==> src/rtl/simd_add_pkg.sv <==
package simd_add_pkg;
  localparam int DATA_W     = 64;
  localparam int SLICE_W    = 8;
  localparam int NUM_SLICES = DATA_W / SLICE_W;
  localparam int IDX_W      = $clog2(NUM_SLICES);

  typedef enum logic [1:0] {
    LANE8  = 2'b00,
    LANE16 = 2'b01,
    LANE32 = 2'b10,
    LANE64 = 2'b11
  } laneMode_e;

  typedef struct packed {
    logic [NUM_SLICES-1:0] carryPass;
    logic [NUM_SLICES-1:0] laneEnd;
    logic [1:0]            spanLog;
  } laneCtrl_t;
endpackage

==> src/rtl/simd_lane_ctrl.sv <==
module simd_lane_ctrl
  import simd_add_pkg::*;
(
  input  laneMode_e mode,
  output laneCtrl_t ctrl
);
  logic [IDX_W-1:0] spanMask;

  always_comb begin
    spanMask = IDX_W'((1 << mode) - 1);
    ctrl.spanLog = mode;
    for (int i = 0; i < NUM_SLICES; i++) begin
      ctrl.carryPass[i] = (IDX_W'(i) & spanMask) != '0;
      ctrl.laneEnd[i]   = (IDX_W'(i) & spanMask) == spanMask;
    end
  end
endmodule

==> src/rtl/simd_slice_datapath.sv <==
module simd_slice_datapath
  import simd_add_pkg::*;
(
  input  logic [DATA_W-1:0]     a,
  input  logic [DATA_W-1:0]     b,
  input  laneCtrl_t             ctrl,
  output logic [DATA_W-1:0]     sum,
  output logic [NUM_SLICES-1:0] carryVec
);
  logic [NUM_SLICES-1:0] sliceCin;
  logic [NUM_SLICES-1:0] sliceCout;

  genvar g;
  generate
    for (g = 0; g < NUM_SLICES; g++) begin : gSlice
      if (g == 0) begin : gFirst
        assign sliceCin[g] = 1'b0;
      end else begin : gRest
        assign sliceCin[g] = ctrl.carryPass[g] & sliceCout[g-1];
      end
      assign {sliceCout[g], sum[g*SLICE_W +: SLICE_W]} =
        {1'b0, a[g*SLICE_W +: SLICE_W]} + {1'b0, b[g*SLICE_W +: SLICE_W]}
        + {{SLICE_W{1'b0}}, sliceCin[g]};
    end
  endgenerate

  always_comb begin
    logic [IDX_W-1:0] laneIdx;
    carryVec = '0;
    for (int i = 0; i < NUM_SLICES; i++) begin
      laneIdx = IDX_W'(i) >> ctrl.spanLog;
      if (ctrl.laneEnd[i]) carryVec[laneIdx] = sliceCout[i];
    end
  end
endmodule

==> src/rtl/simd_packed_adder.sv <==
module simd_packed_adder
  import simd_add_pkg::*;
#(
  parameter bit REG_OUT = 1'b1
) (
  input  logic                  clk,
  input  logic                  rstN,
  input  logic [DATA_W-1:0]     opA,
  input  logic [DATA_W-1:0]     opB,
  input  logic [1:0]            laneMode,
  output logic [DATA_W-1:0]     sumOut,
  output logic [NUM_SLICES-1:0] carryOut
);
  laneCtrl_t             laneCtrl;
  logic [DATA_W-1:0]     rawSum;
  logic [NUM_SLICES-1:0] rawCarry;

  simd_lane_ctrl u_ctrl (
    .mode (laneMode_e'(laneMode)),
    .ctrl (laneCtrl)
  );

  simd_slice_datapath u_dp (
    .a        (opA),
    .b        (opB),
    .ctrl     (laneCtrl),
    .sum      (rawSum),
    .carryVec (rawCarry)
  );

  generate
    if (REG_OUT) begin : gReg
      always_ff @(posedge clk or negedge rstN) begin
        if (!rstN) begin
          sumOut   <= '0;
          carryOut <= '0;
        end else begin
          sumOut   <= rawSum;
          carryOut <= rawCarry;
        end
      end

      AST_FULL_ADD: assert property (@(posedge clk) disable iff (!rstN)
        ($past(rstN) && $past(laneMode) == 2'b11) |->
        ({carryOut[0], sumOut} == {1'b0, $past(opA)} + {1'b0, $past(opB)}));

      AST_BYTE_ISOLATION: assert property (@(posedge clk) disable iff (!rstN)
        ($past(rstN) && $past(laneMode) == 2'b00) |->
        (sumOut[15:8] == 8'($past(opA[15:8]) + $past(opB[15:8]))));

      AST_UNUSED_CARRY_ZERO: assert property (@(posedge clk) disable iff (!rstN)
        ($past(rstN) && $past(laneMode) == 2'b10) |-> (carryOut[7:2] == '0));

      AST_CARRY_COUNT: assert property (@(posedge clk) disable iff (!rstN)
        ($past(rstN) && $past(laneMode) == 2'b01) |->
        ($countones(carryOut) <= 4 && carryOut[7:4] == '0));

      AST_RESET_CLEAR: assert property (@(posedge clk)
        (!rstN) |=> (!$past(rstN) && !rstN) |-> (sumOut == '0 && carryOut == '0));
    end else begin : gComb
      assign sumOut   = rawSum;
      assign carryOut = rawCarry;
    end
  endgenerate
endmodule

==> config.mk <==
export PLATFORM = sky130hd
export DESIGN_NAME = simd_packed_adder
export DESIGN_NICKNAME = d
export VERILOG_FILES = /design/src/rtl/simd_add_pkg.sv /design/src/rtl/simd_lane_ctrl.sv /design/src/rtl/simd_slice_datapath.sv /design/src/rtl/simd_packed_adder.sv
export SDC_FILE = /design/constraint.sdc
export NUM_CORES = 1
export LEC_CHECK = 0
export ABC_CLOCK_PERIOD_IN_PS = 800
export BUFFER_PORTS_ARGS = -buffer_cell sky130_fd_sc_hd__buf_2
export CORE_AREA = 2 2 112 114
export CTS_BUF_LIST = sky130_fd_sc_hd__clkbuf_8
export CTS_CLUSTER_DIAMETER = 100
export DETAILED_ROUTE_END_ITERATION = 8
export DIE_AREA = 0 0 114 116
export GPL_TIMING_DRIVEN = 1
export PLACE_DENSITY_LB_ADDON = 0.12
export SLEW_MARGIN = 20
export SYNTH_ARGS = -nofsm -noshare
export SYNTH_HDL_FRONTEND = slang
export SYNTH_SLANG_ARGS = --single-unit
==> constraint.sdc <==
create_clock -name clk -period 0.8 [get_ports clk]
set_input_delay 0.16 -clock clk [delete_from_list [all_inputs] [get_ports clk]]
set_output_delay 0.16 -clock clk [all_outputs]
set_load 0.01 [all_outputs]
==> impl_metrics.xml <==
<?xml version="1.0" encoding="UTF-8"?>
<metrics>
  <group name="sta">
    <metric name="fmax" unit="MHz">90.56</metric>
    <metric name="timing_hold_violations_final" unit="">0</metric>
    <metric name="worst_slew_pin_slew" unit="ns">0.4626</metric>
    <metric name="post-route-period-util" unit="%">1380</metric>
    <metric name="timing.final.max_slew_violations" unit="">0</metric>
    <metric name="totalNegativeSetupSlack" unit="ns">-420.14</metric>
    <metric name="setup-violations-final" unit="">142</metric>
    <metric name="rsz0062_at_grt" unit="">true</metric>
    <metric name="worst_hold_slack" unit="ns">0.09958</metric>
    <metric name="worst_slack" unit="ns">-10.24</metric>
    <metric name="finalWorstPathRequiredPeriod" unit="ns">11.04</metric>
    <metric name="slew_headroom" unit="%">68.83</metric>
  </group>
  <group name="synthesis">
    <metric name="synth_top_area_share" unit="%">38.37</metric>
    <metric name="synth-async-reset-ratio" unit="%">100.0</metric>
    <metric name="synthesis.area" unit="um2">4696</metric>
    <metric name="synth_top_cells_by_count" unit="">sky130_fd_sc_hd__dfrtp_1 (72), sky130_fd_sc_hd__ha_1 (65), sky130_fd_sc_hd__nor2_1 (40)</metric>
    <metric name="synth_edf_count" unit="">0</metric>
    <metric name="postSynthRegisterBits" unit="">72</metric>
    <metric name="cell_type_with_the_largest_total_area_after_synthesis" unit="">sky130_fd_sc_hd__dfrtp_1</metric>
    <metric name="yosysUniqueCellTypes" unit="">50</metric>
    <metric name="synth_area_per_cell" unit="um2">10.72</metric>
    <metric name="ys_top_cells_by_area" unit="">sky130_fd_sc_hd__dfrtp_1 (38%), sky130_fd_sc_hd__ha_1 (17%), sky130_fd_sc_hd__fa_1 (6.4%)</metric>
    <metric name="sequential_share_of_the_synthesized_area" unit="%">38.37</metric>
    <metric name="total_nets_after_synthesis" unit="">650</metric>
    <metric name="synth.most_common_cell" unit="">sky130_fd_sc_hd__dfrtp_1</metric>
    <metric name="syn_inst" unit="">438</metric>
    <metric name="yosys_most_used_dff" unit="">sky130_fd_sc_hd__dfrtp_1</metric>
    <metric name="synth.yosys.warnings" unit="">0</metric>
  </group>
  <group name="grt">
    <metric name="antenna_found_initial" unit="">0</metric>
    <metric name="grt_pass1_vias" unit="">5275</metric>
    <metric name="grt_pass1_wl" unit="um">23700</metric>
    <metric name="grt_overflow_total" unit="">0</metric>
    <metric name="grt_max_degree" unit="">41</metric>
    <metric name="grtUsageTotal" unit="%">22.79</metric>
  </group>
  <group name="hold_path">
    <metric name="hold_path_end" unit="">sumOut[40]</metric>
    <metric name="hold-path-cell-count" unit="">2</metric>
    <metric name="hold_path.startpoint" unit="">opB[40]</metric>
    <metric name="hold_class" unit="">in -&gt; reg</metric>
  </group>
  <group name="floorplan">
    <metric name="design.die.area" unit="um2">13220</metric>
    <metric name="design.core.area" unit="um2">11910</metric>
    <metric name="die_width" unit="um">114</metric>
    <metric name="fp-row-count" unit="">40</metric>
    <metric name="io_pins" unit="">204</metric>
    <metric name="initial_utilization" unit="%">39.42</metric>
    <metric name="die_y" unit="um">116</metric>
  </group>
  <group name="detailed_routing">
    <metric name="drt-initial-drc-count" unit="">146</metric>
    <metric name="final_antenna_net_count" unit="">0</metric>
    <metric name="vias_post_dr" unit="">4827</metric>
    <metric name="avgViaCountPerCell" unit="">4.966</metric>
    <metric name="wire_per_inst" unit="um">14.91</metric>
    <metric name="drc" unit="">0</metric>
    <metric name="first_pass_iteration_count_of_the_detailed_router" unit="">7</metric>
    <metric name="routed_wirelength" unit="um">14490</metric>
  </group>
  <group name="clock_tree">
    <metric name="cts_tree" unit="">done</metric>
    <metric name="clk_pin_slew" unit="ns">0.08</metric>
    <metric name="ctsLongestPathBuffers" unit="">2</metric>
    <metric name="numCtsBuffers" unit="">9</metric>
    <metric name="clock_sinks" unit="">72</metric>
    <metric name="root_buffer" unit="">sky130_fd_sc_hd__clkbuf_8</metric>
    <metric name="cts_htree_levels" unit="">3</metric>
  </group>
  <group name="critical_path">
    <metric name="required" unit="ns">1.03</metric>
    <metric name="path_max_fanout" unit="">2</metric>
    <metric name="cp_slowest_cell" unit="">sky130_fd_sc_hd__fa_2</metric>
    <metric name="timing.setup.critical_path_class" unit="">in -&gt; reg</metric>
    <metric name="worstSetupEndpointType" unit="">flop</metric>
    <metric name="worstSetupStartpointType" unit="">input port</metric>
    <metric name="timing.critical_path.arrival" unit="ns">11.28</metric>
    <metric name="worst_path_largest_cell_delay" unit="ns">0.40</metric>
    <metric name="library_cell_appearing_most_often_on_the_critical_path" unit="">sky130_fd_sc_hd__fa_2</metric>
  </group>
  <group name="status">
    <metric name="violations" unit="">negative setup slack</metric>
    <metric name="run_status" unit="">finished with violations</metric>
  </group>
  <group name="pwr">
    <metric name="total_power" unit="mW">13.40</metric>
    <metric name="powerDensity" unit="nW/um2">1661</metric>
    <metric name="switching_part_of_the_total_power" unit="%">32.33</metric>
    <metric name="irDropWorstVdd" unit="V">0.001107</metric>
    <metric name="seqPwrFrac" unit="%">33.9</metric>
    <metric name="total_switching_power" unit="mW">4.331</metric>
    <metric name="part_of_the_total_power_dissipated_in_combinational_logic" unit="%">42.8</metric>
    <metric name="p_clk_share" unit="%">23.3</metric>
    <metric name="leakage" unit="nW">4.048</metric>
    <metric name="power.internal" unit="mW">9.066</metric>
  </group>
  <group name="place">
    <metric name="io_buffer_count" unit="">203</metric>
    <metric name="place.detailed.hpwl" unit="um">10870</metric>
    <metric name="placedCellCount" unit="">924</metric>
    <metric name="gp_routability_congestion" unit="">0.8920</metric>
    <metric name="place_ws" unit="ns">-10.76</metric>
    <metric name="placed_area" unit="um2">7158</metric>
  </group>
  <group name="cells_and_area">
    <metric name="fillers" unit="">972</metric>
    <metric name="combined_area_of_the_multi_input_logic_cells" unit="um2">3322</metric>
    <metric name="layout-drive-gt1-share" unit="%">60.44</metric>
    <metric name="finalNonFillerCells" unit="">972</metric>
    <metric name="sequential_cell_area" unit="um2">1802</metric>
    <metric name="area.growth.synth_to_final" unit="%">71.78</metric>
    <metric name="finish.net_count" unit="">1032</metric>
    <metric name="layout.core_utilization" unit="%">67.72</metric>
    <metric name="postLayoutCellArea" unit="um2">8066</metric>
  </group>
  <group name="flow_run">
    <metric name="maxCapViolCount" unit="">0</metric>
  </group>
</metrics>
==> worst max path at each step <==
stage                       end  slack [ns]  startpoint  depth (start not counted)
CTS                 carryOut[2]      -10.08      opA[0]                         52
detailed placement  carryOut[2]      -10.76      opA[0]                         52
floorplan           carryOut[2]      -10.01      opA[0]                         51
finish              carryOut[2]      -10.24      opA[0]                         52
global placement    carryOut[2]      -10.52      opA[0]                         52
global route        carryOut[5]      -10.79      opA[0]                         53
==> cells by family after synthesis <==
kind of cell / after synthesis / share of synthesized area [%]
flops: 72 / 38.37
fa+ha+maj: 80 / 23.71
simple gates: 102 / 9.965
buf+inv: 11 / 0.8791
xor+xnor: 42 / 7.834
compound gates: 130 / 19.03
mux: 1 / 0.2132
==> flip-flops by register name, summed over array words and instances (netlist names) <==
signal    cells
carryOut      8
sumOut       64
==> layout make-up <==
cell class,instances,area share [%]
clock buffer,12,2.047
sequential,72,22.34
antenna,1,0.03102
tap,147,2.280
timing repair buffer,375,31.30
inverter,7,0.3257
clock inverter,3,0.4964
multi-input combinational,355,41.18
==> power by group through the flow <==
| stage | Sequential (mW) | Combinational, mW | Clock (mW) |
|---|---|---|---|
| floorplan | 4.98 | 2.06 | 0 |
| global placement | 4.58 | 4.83 | 0 |
| detailed placement | 4.58 | 4.92 | 0 |
| CTS | 4.53 | 5.67 | 3.22 |
| global route | 4.60 | 6.28 | 3.35 |
| finish | 4.54 | 5.74 | 3.12 |
==> critical path: cells and delay by family <==
family,cells,cell delay [ns]
fa+ha+maj,16,5.71
compound gates,27,4.71
simple gates,8,0.56
buf+inv,1,0.10
==> cells in the final DEF (no fill, tap or decap), types with 5 or more instances in the layout <==
master and instances:
sky130_fd_sc_hd__clkbuf_8 12, sky130_fd_sc_hd__a21oi_2 18, sky130_fd_sc_hd__buf_6 34, sky130_fd_sc_hd__nor2_1 21, sky130_fd_sc_hd__ha_1 62, sky130_fd_sc_hd__nor3_1 9, sky130_fd_sc_hd__dfrtp_1 72, sky130_fd_sc_hd__xnor2_2 8
sky130_fd_sc_hd__a21o_1 17, sky130_fd_sc_hd__o21ai_0 14, sky130_fd_sc_hd__nand3_1 5, sky130_fd_sc_hd__o21ai_2 12, sky130_fd_sc_hd__a211oi_2 7, sky130_fd_sc_hd__fa_2 15, sky130_fd_sc_hd__nor2_2 18, sky130_fd_sc_hd__xnor2_1 22
sky130_fd_sc_hd__o21a_1 10, sky130_fd_sc_hd__xor2_1 11, sky130_fd_sc_hd__inv_1 6, sky130_fd_sc_hd__buf_4 154, sky130_fd_sc_hd__buf_2 182, sky130_fd_sc_hd__o21ai_1 8, sky130_fd_sc_hd__nand2_1 26
==> repair_timing <==
item                                    CTS  global route
resized for setup                        54            41
endpoints found under the setup margin  142           142
setup buffers                            61            15
pin swaps                                56            29
hold buffers                              2             0
endpoints found under the hold margin    73             0
==> metal layers <==
layer,GRT usage [%],part of all wire (%),vias up
met4,8.049,1.7,0
met2,43.25,53,144
met1,24.12,38,2303
met5,0,0,-
li1,-,-,2354
met3,6.433,6.9,26
Note: power is estimated with default switching activity, not from simulation.
